--- config.mk ---
export PLATFORM = sky130hd
export DESIGN_NAME = flash_pwr_ctl
export DESIGN_NICKNAME = d
export VERILOG_FILES = /design/src/rtl/flash_pwr_pkg.sv /design/src/rtl/fpd_sync.sv /design/src/rtl/fpd_rx.sv /design/src/rtl/fpd_fsm.sv /design/src/rtl/fpd_stat.sv /design/src/rtl/flash_pwr_ctl.sv
export SDC_FILE = /design/constraint.sdc
export NUM_CORES = 1
export LEC_CHECK = 0
export BUFFER_PORTS_ARGS = -buffer_cell sky130_fd_sc_hd__buf_2
export CAP_MARGIN = 0
export CELL_PAD_IN_SITES_DETAIL_PLACEMENT = 0
export CELL_PAD_IN_SITES_GLOBAL_PLACEMENT = 1
export CORE_ASPECT_RATIO = 0.5
export CORE_MARGIN = 1.5
export CORE_UTILIZATION = 40
export DETAILED_ROUTE_END_ITERATION = 10
export PLACE_DENSITY = 0.73
export SLEW_MARGIN = 20
export SYNTH_ARGS = -nofsm -noshare
export SYNTH_HDL_FRONTEND = slang
export SYNTH_SLANG_ARGS = --single-unit
--- constraint.sdc ---
create_clock -name clk -period 2.9 [get_ports clk]
set_clock_uncertainty 0.1 [all_clocks]
set_input_delay 0.145 -clock clk [delete_from_list [all_inputs] [get_ports clk]]
set_output_delay 0.145 -clock clk [all_outputs]
set_load 0.03 [all_outputs]
--- src/rtl/flash_pwr_pkg.sv ---
package flash_pwr_pkg;
  localparam int OPW = 8;

  typedef enum logic [1:0] {
    PS_STBY  = 2'd0,
    PS_ENTER = 2'd1,
    PS_DOWN  = 2'd2,
    PS_WAKE  = 2'd3
  } pwr_state_t;

  localparam logic [OPW-1:0] OP_SLEEP = 8'hB9;
  localparam logic [OPW-1:0] OP_WAKE  = 8'hAB;
  localparam logic [OPW-1:0] OP_STAT  = 8'hD7;
  localparam logic [3:0]     DENSITY  = 4'b0101;
endpackage

--- src/rtl/fpd_sync.sv ---
module fpd_sync #(
  parameter int          W       = 1,
  parameter int          STAGES  = 2,
  parameter logic [W-1:0] RST_VAL = '0
) (
  input  logic         clk,
  input  logic         rst_n,
  input  logic [W-1:0] d,
  output logic [W-1:0] q
);
  logic [STAGES-1:0][W-1:0] stg;

  always_ff @(posedge clk or negedge rst_n) begin
    if (!rst_n) begin
      for (int i = 0; i < STAGES; i++) stg[i] <= RST_VAL;
    end else begin
      stg[0] <= d;
      for (int i = 1; i < STAGES; i++) stg[i] <= stg[i-1];
    end
  end

  assign q = stg[STAGES-1];
endmodule

--- src/rtl/fpd_rx.sv ---
module fpd_rx
  import flash_pwr_pkg::*;
(
  input  logic           clk,
  input  logic           rst_n,
  input  logic           cs_n_s,
  input  logic           sck_s,
  input  logic           si_s,
  output logic           sck_fall,
  output logic           cs_rise,
  output logic           byte_done,
  output logic           frame_ok,
  output logic [OPW-1:0] opcode
);
  localparam int CW = $clog2(OPW + 2);
  localparam logic [CW-1:0] CNT_FULL = CW'(OPW);
  localparam logic [CW-1:0] CNT_LAST = CW'(OPW - 1);
  localparam logic [CW-1:0] CNT_SAT  = CW'(OPW + 1);

  logic           sck_q, cs_q;
  logic [CW-1:0]  bit_cnt, cnt_d;
  logic [OPW-1:0] shreg, sh_d;
  logic           done_q, done_d;
  logic           sck_rise;

  assign sck_rise = sck_s & ~sck_q & ~cs_n_s;
  assign sck_fall = ~sck_s & sck_q & ~cs_n_s;
  assign cs_rise  = cs_n_s & ~cs_q;

  always_comb begin
    cnt_d  = bit_cnt;
    sh_d   = shreg;
    done_d = 1'b0;
    if (cs_n_s) begin
      cnt_d = '0;
    end else if (sck_rise) begin
      sh_d   = {shreg[OPW-2:0], si_s};
      done_d = (bit_cnt == CNT_LAST);
      if (bit_cnt != CNT_SAT) cnt_d = bit_cnt + 1'b1;
    end
  end

  always_ff @(posedge clk or negedge rst_n) begin
    if (!rst_n) begin
      sck_q   <= 1'b0;
      cs_q    <= 1'b1;
      bit_cnt <= '0;
      shreg   <= '0;
      done_q  <= 1'b0;
    end else begin
      sck_q   <= sck_s;
      cs_q    <= cs_n_s;
      bit_cnt <= cnt_d;
      shreg   <= sh_d;
      done_q  <= done_d;
    end
  end

  assign byte_done = done_q;
  assign frame_ok  = (bit_cnt == CNT_FULL);
  assign opcode    = shreg;
endmodule

--- src/rtl/fpd_fsm.sv ---
module fpd_fsm
  import flash_pwr_pkg::*;
#(
  parameter int ENTER_CYC  = 400,
  parameter int RESUME_CYC = 300
) (
  input  logic           clk,
  input  logic           rst_n,
  input  logic           cs_rise,
  input  logic           frame_ok,
  input  logic [OPW-1:0] opcode,
  output pwr_state_t     state,
  output logic           busy
);
  localparam int MAXC = (ENTER_CYC > RESUME_CYC) ? ENTER_CYC : RESUME_CYC;
  localparam int TW   = $clog2(MAXC + 1);
  localparam logic [TW-1:0] T_ENTER = TW'(ENTER_CYC - 1);
  localparam logic [TW-1:0] T_WAKE  = TW'(RESUME_CYC - 1);

  pwr_state_t st_q, st_d;
  logic [TW-1:0] tmr_q, tmr_d;
  logic cmd_end;

  assign cmd_end = cs_rise & frame_ok;

  always_comb begin
    st_d  = st_q;
    tmr_d = tmr_q;
    unique case (st_q)
      PS_STBY: begin
        if (cmd_end && opcode == OP_SLEEP) begin
          st_d  = PS_ENTER;
          tmr_d = T_ENTER;
        end
      end
      PS_ENTER: begin
        if (tmr_q == '0) st_d = PS_DOWN;
        else             tmr_d = tmr_q - 1'b1;
      end
      PS_DOWN: begin
        if (cmd_end && opcode == OP_WAKE) begin
          st_d  = PS_WAKE;
          tmr_d = T_WAKE;
        end
      end
      PS_WAKE: begin
        if (tmr_q == '0) st_d = PS_STBY;
        else             tmr_d = tmr_q - 1'b1;
      end
      default: st_d = PS_STBY;
    endcase
  end

  always_ff @(posedge clk or negedge rst_n) begin
    if (!rst_n) begin
      st_q  <= PS_STBY;
      tmr_q <= '0;
    end else begin
      st_q  <= st_d;
      tmr_q <= tmr_d;
    end
  end

  assign state = st_q;
  assign busy  = (st_q == PS_ENTER) || (st_q == PS_WAKE);
endmodule

--- src/rtl/fpd_stat.sv ---
module fpd_stat
  import flash_pwr_pkg::*;
(
  input  logic           clk,
  input  logic           rst_n,
  input  logic           cs_n_s,
  input  logic           sck_fall,
  input  logic           byte_done,
  input  logic [OPW-1:0] opcode,
  input  pwr_state_t     state,
  input  logic [7:0]     stat_byte,
  output logic           so
);
  logic       armed_q, armed_d;
  logic       act_q, act_d;
  logic [7:0] sh_q, sh_d;
  logic [2:0] obit_q, obit_d;
  logic       reload;

  assign reload = sck_fall & (armed_q | (act_q & (obit_q == 3'd7)));

  always_comb begin
    armed_d = armed_q;
    act_d   = act_q;
    sh_d    = sh_q;
    obit_d  = obit_q;
    if (cs_n_s || state == PS_DOWN) begin
      armed_d = 1'b0;
      act_d   = 1'b0;
      obit_d  = '0;
    end else begin
      if (byte_done && opcode == OP_STAT) armed_d = 1'b1;
      if (reload) begin
        sh_d    = stat_byte;
        obit_d  = '0;
        armed_d = 1'b0;
        act_d   = 1'b1;
      end else if (sck_fall && act_q) begin
        sh_d   = {sh_q[6:0], 1'b0};
        obit_d = obit_q + 1'b1;
      end
    end
  end

  always_ff @(posedge clk or negedge rst_n) begin
    if (!rst_n) begin
      armed_q <= 1'b0;
      act_q   <= 1'b0;
      sh_q    <= '0;
      obit_q  <= '0;
    end else begin
      armed_q <= armed_d;
      act_q   <= act_d;
      sh_q    <= sh_d;
      obit_q  <= obit_d;
    end
  end

  assign so = act_q & sh_q[7];
endmodule

--- src/rtl/flash_pwr_ctl.sv ---
module flash_pwr_ctl
  import flash_pwr_pkg::*;
#(
  parameter int ENTER_CYC   = 400,
  parameter int RESUME_CYC  = 300,
  parameter int SYNC_STAGES = 2
) (
  input  logic       clk,
  input  logic       rst_n,
  input  logic       cs_n,
  input  logic       sck,
  input  logic       si,
  input  logic       cmp_flag,
  input  logic       prot_flag,
  input  logic       page_flag,
  output logic       so,
  output logic       busy,
  output logic [1:0] pwr_state,
  output logic       cmd_valid,
  output logic [7:0] cmd_op
);
  logic           rst_ns;
  logic [2:0]     pins_s;
  logic           sck_fall, cs_rise, byte_done, frame_ok;
  logic [OPW-1:0] opcode;
  pwr_state_t     state;
  logic [7:0]     stat_byte;
  logic           cv_q, cv_d;
  logic [OPW-1:0] cop_q, cop_d;
  logic           fwd_op;

  fpd_sync #(.W(1), .STAGES(2), .RST_VAL(1'b0)) u_rst_sync (
    .clk(clk), .rst_n(rst_n), .d(1'b1), .q(rst_ns)
  );

  fpd_sync #(.W(3), .STAGES(SYNC_STAGES), .RST_VAL(3'b100)) u_pin_sync (
    .clk(clk), .rst_n(rst_ns), .d({cs_n, sck, si}), .q(pins_s)
  );

  fpd_rx u_rx (
    .clk(clk), .rst_n(rst_ns),
    .cs_n_s(pins_s[2]), .sck_s(pins_s[1]), .si_s(pins_s[0]),
    .sck_fall(sck_fall), .cs_rise(cs_rise), .byte_done(byte_done),
    .frame_ok(frame_ok), .opcode(opcode)
  );

  fpd_fsm #(.ENTER_CYC(ENTER_CYC), .RESUME_CYC(RESUME_CYC)) u_fsm (
    .clk(clk), .rst_n(rst_ns), .cs_rise(cs_rise), .frame_ok(frame_ok),
    .opcode(opcode), .state(state), .busy(busy)
  );

  assign stat_byte = {~busy, cmp_flag, DENSITY, prot_flag, page_flag};

  fpd_stat u_stat (
    .clk(clk), .rst_n(rst_ns), .cs_n_s(pins_s[2]), .sck_fall(sck_fall),
    .byte_done(byte_done), .opcode(opcode), .state(state),
    .stat_byte(stat_byte), .so(so)
  );

  assign fwd_op = (opcode != OP_SLEEP) && (opcode != OP_WAKE) && (opcode != OP_STAT);

  always_comb begin
    cv_d  = byte_done & (state == PS_STBY) & fwd_op;
    cop_d = cop_q;
    if (cv_d) cop_d = opcode;
  end

  always_ff @(posedge clk or negedge rst_ns) begin
    if (!rst_ns) begin
      cv_q  <= 1'b0;
      cop_q <= '0;
    end else begin
      cv_q  <= cv_d;
      cop_q <= cop_d;
    end
  end

  assign cmd_valid = cv_q;
  assign cmd_op    = cop_q;
  assign pwr_state = state;
endmodule

Word level (Yosys, flattened, before mapping). Cells that the tools add are included.

Add/subtract/negate cells: 3. Multiply operators: 0. Reduce and logical (&&, ||, !) cells: 22. Shifts and indexed selects: 0. Div/mod/pow operators: 0. Order comparisons: 0. Mux-type cells: 24. Bitwise gates (word level): 18. Equal/unequal tests: 18.

Operators by type and width (count): $mux 9 (3); $pmux 9 s3 (1); $eq 8x8->1 const B (3); $ne 8x8->1 const B (3); $mux 8 (2); $mux 4 (3); $and 1x1->1 (11); $logic_not 9->1 (1); $mux 3 (3); $sub 9x1->9 const B (1); $mux 2 (4); $ne 2x1->1 const B (4); $pmux 2 s4 (1); $reduce_bool 2->1 (4); $mux 1 (7); $logic_and 1x1->1 (6); $not 1->1 (6); $reduce_and 2->1 (3); $reduce_bool 3->1 (2); $add 4x1->4 const B (1); $eq 2x2->1 const B (2); $eq 4x3->1 const B (1); $eq 4x4->1 const B (1); $ne 4x4->1 const B (1); 10 further kinds (11).

Latch bits: 0. Memory bits (read-only): 0. Register bits after elaboration: 56. Logic and storage cells: 102. RAM bits: 0. Memories: 0. Output and inout bits: 13.

Logic depth before layout (Yosys ltp).
Depth in word-level cells: 7. Depth in mapped cells: 9. Depth with buffers taken out: 6.

Modules after synthesis. Synthesis repeated with hierarchy kept, for this count alone.

Cell total of the unflattened synthesis: 248. Area, all modules: 2919.0 um^2.

Modules (own cells, without submodules): fpd_fsm (times used 1, area each 867.1 um^2, cells each 85, seq. area each 275.3 um^2); fpd_stat (times used 1, area each 734.5 um^2, cells each 73, seq. area each 325.3 um^2); fpd_rx (times used 1, area each 679.4 um^2, cells each 52, seq. area each 376.6 um^2); flash_pwr_ctl (times used 1, area each 412.9 um^2, cells each 27, seq. area each 225.2 um^2); fpd_sync at u_pin_sync (times used 1, area each 175.2 um^2, cells each 9, seq. area each 152.6 um^2); fpd_sync at u_rst_sync (times used 1, area each 50.0 um^2, cells each 2, seq. area each 50.0 um^2).

Worst setup path after synthesis. Ideal clock, no wire load.

Path type: reg-to-reg. From: reg u_fsm.st_q[0], in the netlist u_fsm.state[0]. To: reg u_fsm.tmr_q[0]. Slack: 0.198 ns. Library setup time: 0.125 ns. Arrival time: 2.477 ns. Period minus slack after synthesis: 2.702 ns. Required time: 2.675 ns. Cell stages (with the launch flop): 9. Path through: dfrtp_1 > clkbuf_1 > inv_1 > ha_1 > clkbuf_1 > nor3b_1 > o2111ai_2 > a21oi_1 > mux2_2.

Word-level cells in the longest chain between the ends: 4.

Ends and longest elaborated chain: start, declared (line fpd_fsm.sv:20) `pwr_state_t st_q, st_d;`; start signal, assigned (line fpd_fsm.sv:59) `st_q <= st_d;`; $eq 2x2->1 / $eq 2x1->1 (equally long branches) (line fpd_fsm.sv:29) `unique case (st_q)`; $reduce_or 2->1 (no source line); $ne 2x2->1 (no source line); $reduce_and 3->1 (no source line); end signal, assigned (line fpd_fsm.sv:60) `tmr_q <= tmr_d;`; end, declared (line fpd_fsm.sv:21) `logic [TW-1:0] tmr_q, tmr_d;`.

Parallel ways exist; a longest one is shown, timed or not. A chain may end at the register's enable or synchronous reset.

Final worst setup path.
From: reg u_fsm.st_q[0], in the netlist u_fsm.state[0]. To: reg u_fsm.tmr_q[1].

The elaborated chain is that of the path after synthesis.

==> results.py <==
metrics = {
    "synth": {
        "yosysSeqAreaShare_pct": 49.4,
        "synth_top_area_cell": "dfrtp_1",
        "synth.most_common_cell": "dfrtp_1",
        "synthDominantCellAreaShare_pct": 46.6,
        "syn_avg_cell_area_um2": 10.6,
        "yosysUniqueCellTypes": 60,
        "ys_ff_latch": 56,
        "ys_warn_count": 0,
        "syn-num-nets": 286,
        "synth_edf_count": 0,
        "synth.top_cells.by_count": "53 x dfrtp_1, 19 x nand2_1, 19 x nor2_1",
        "synth_area_um2": 2850,
        "netlist_top_cells_area": "dfrtp_1 47%, ha_1 4.4%, mux2_2 4.4%",
        "synthCells": 268,
        "synth_top_flop_cell": "dfrtp_1",
        "async_flop_share_pct": 100,
    },
    "sta": {
        "slew_violations": 0,
        "rsz0062_at_grt": "false",
        "setup_viol": 0,
        "setup_ws_ps": 540,
        "fmax_ghz": 0.424,
        "hold_viol_final": 0,
        "finalCritPeriodShare_pct": 81.4,
        "relSlewSlack_pct": 50.3,
        "finalSetupTns_ps": 0,
        "tightest_slew_ps": 739,
        "fin_crit_ps": 2360,
    },
    "power_and_ir_drop": {
        "power_uw": 1710,
        "power.leakage_uw": 0.00148,
        "peakVddDrop_uv": 230,
        "cellPowerDensity_nw_per_um2": 525,
    },
    "route": {
        "ant_nets": 0,
        "via_count": 2240,
        "first_pass_iters": 5,
        "dr.first_iter.drc_count": 205,
        "vias_per_cell": 5.76,
        "wl_per_cell_um": 15.4,
        "drc": 0,
        "routed_wl_um": 5990,
    },
    "die": {
        "start_util_pct": 42.0,
        "die_w_um": 122,
        "num_rows": 21,
        "dieHeight_um": 62.7,
        "coreArea_um2": 6780,
        "dieArea_um2": 7660,
        "pin_count": 21,
    },
    "layout": {
        "nFillCells": 649,
        "fin_area_um2": 3270,
        "fin_cells": 389,
        "nets": 314,
        "final_layout_size_suffix_gt1_share_pct": 19.5,
        "area_delta_synth_final_pct": 14.8,
        "antennaDiodeCount": 0,
    },
    "clock_tree": {
        "clkSinkCount": 56,
        "cts_resized": 0,
        "holdBufCountCts": 6,
        "clkLatencyLatePin_ps": 300,
        "cts_buffer_depth": 2,
        "root_buffer": "clkbuf_16",
        "post-cts-setup-buffers": 0,
        "htreeDepth": 2,
        "tritoncts": "done",
        "path_clk_slew_ps": 70,
        "cts_buffers": 5,
    },
    "grt": {
        "antenna_found_initial": 0,
        "grt_pass1_wl_um": 10300,
        "grt_usage_pct": 17.2,
        "overflow": 0,
        "grt_pass1_vias": 2114,
        "grt_start_max_net_pins": 55,
    },
    "worst_setup_path": {
        "path_cells": "inv_1 -> ha_1 -> nor3b_1 -> o2111ai_2 -> a21oi_1 -> mux2_2",
        "criticalPathCategory": "reg2reg",
        "cpPeakStageDelay_ps": 380,
        "startpoint_type": "flop",
        "crit_arrival_ps": 2430,
        "critPathRequiredTime_ps": 2970,
        "cp_slowest_cell": "mux2_2",
        "cp_max_fo": 10,
        "crit_path_end_kind": "flop",
    },
    "job": {
        "maxCapViolations": 0,
    },
    "place": {
        "place_ws_ps": 536,
        "dp_cells": 375,
        "dpl_cell_area_um2": 3060,
        "dp_hpwl_um": 4210,
        "portBuffers": 20,
        "routabilityCongestion": 0.864,
    },
    "status": {
        "status": "finished clean",
    },
    "min_path": {
        "hold_path_class": "in2async",
    },
}
[layout make-up]
type	count	area (um^2)	area share, %
Sequential cell	56	1410	43.0
Multi-Input combinational cell	189	1350	41.2
Timing Repair Buffer	31	198	6.05
Clock buffer	7	143	4.37
Tap cell	92	115	3.52
Inverter	13	48.8	1.49
Clock inverter	1	8.76	0.268
[state kept, by name (all words and copies together) (netlist names)]
register and cells:
u_stat.obit_q 3, u_rst_sync.stg 1, cmd_valid 1, u_fsm.state 2, u_rx.opcode 8, u_rx.sck_q 1
u_rx.bit_cnt 4, u_fsm.tmr_q 9, u_rx.byte_done 1, u_stat.armed_q 1, u_rx.cs_q 1, u_pin_sync.q 3
u_stat.sh_q 8, u_stat.act_q 1, cmd_op 8, u_pin_sync.stg 3, u_rst_sync.q 1
[cells by family after synthesis]
logic type      share of synthesized area (%)
other cells                             0.132
xor+xnor                                0.615
simple gates                             21.3
flops                                    49.4
compound gates                           15.8
mux                                      5.06
fa+ha+maj                                4.40
buf+inv                                  3.30
[worst paths after layout]
| path | endpoint | startpoint | cells after the start | slack (ps) |
|---|---|---|---|---|
| setup / recovery | u_fsm.tmr_q[1] | u_fsm.state[0] | 6 | 540 |
| hold / removal | u_rst_sync.q | rst_n | 2 | 40 |
| setup reg to reg | u_fsm.tmr_q[1] | u_fsm.state[0] | 6 | 540 |
| hold reg to reg | u_pin_sync.q[0] | u_pin_sync.stg[0] | 0 | 260 |
| max in group asynchronous | u_fsm.tmr_q[6] | u_rst_sync.q | 1 | 1950 |
| min in group clk | u_stat.sh_q[1] | prot_flag | 3 | 40 |
[critical path, delay by kind of cell, from the launching register on]
family	cells	cell delay [ps]
AO/OA/AOI/OAI	2	700
adder cells (fa/ha/maj)	1	310
buffers and inverters	1	140
flip-flops	1	350
multiplexers	1	380
AND/OR/NAND/NOR	1	260
[power by group]
group | total [uW] | switching, uW | internal (uW) | leakage (uW)
Clock | 623 | 277 | 346 | 0.0000741
Combinational | 167 | 84.1 | 82.8 | 0.000667
Sequential | 924 | 90.0 | 834 | 0.000741
Total | 1710 | 451 | 1260 | 0.00148
[layout by cell type (no fill, tap or decap), types with 2 or more instances in the layout]
| master | n |
|---|---|
| buf_2 | 20 |
| dfrtp_1 | 52 |
| o22a_1 | 3 |
| nor4_1 | 4 |
| nand2b_1 | 4 |
| mux2_2 | 11 |
| nor2b_1 | 5 |
| a22o_1 | 5 |
| a31oi_1 | 5 |
| nor3_1 | 7 |
| mux2i_1 | 2 |
| and2_1 | 5 |
| a211oi_1 | 3 |
| nand2_1 | 19 |
| nand4_1 | 2 |
| or3b_2 | 2 |
| o211ai_1 | 2 |
| a22oi_1 | 2 |
| o32ai_1 | 2 |
| a222oi_1 | 2 |
| o21ai_0 | 10 |
| dlygate4sd3_1 | 6 |
| dfstp_2 | 3 |
| nor2_1 | 19 |
| clkbuf_16 | 5 |
| ha_1 | 10 |
| and3b_1 | 2 |
| a21oi_1 | 9 |
| o221ai_1 | 3 |
| and3_1 | 5 |
| o21a_1 | 3 |
| or2_2 | 2 |
| nand3_1 | 10 |
| and4_1 | 2 |
| or4b_4 | 2 |
| buf_4 | 5 |
| nor3b_1 | 3 |
| inv_1 | 13 |
[per-stage QoR]
stage                     utilization [%]  hold WS, ps
final                                48.2         43.1
after CTS                            48.2         33.7
after global placement               45.1         -170
after global routing                 48.2         48.5
after floorplan                         -         -251
after detailed placement             45.1         -168
[routing by layer]
| metal | vias to the layer above | global-route usage, % | share of wire [%] | wire length (um) |
|---|---|---|---|---|
| li1 | 1055 | - | - | - |
| met1 | 1110 | 25.4 | 50 | 3020 |
| met2 | 64 | 24.0 | 43 | 2560 |
| met3 | 11 | 5.29 | 5.7 | 341 |
| met4 | 0 | 5.23 | 1.4 | 81 |
| met5 | - | 0 | 0 | 0 |
No activity file was read; power rests on OpenSTA's default activity.
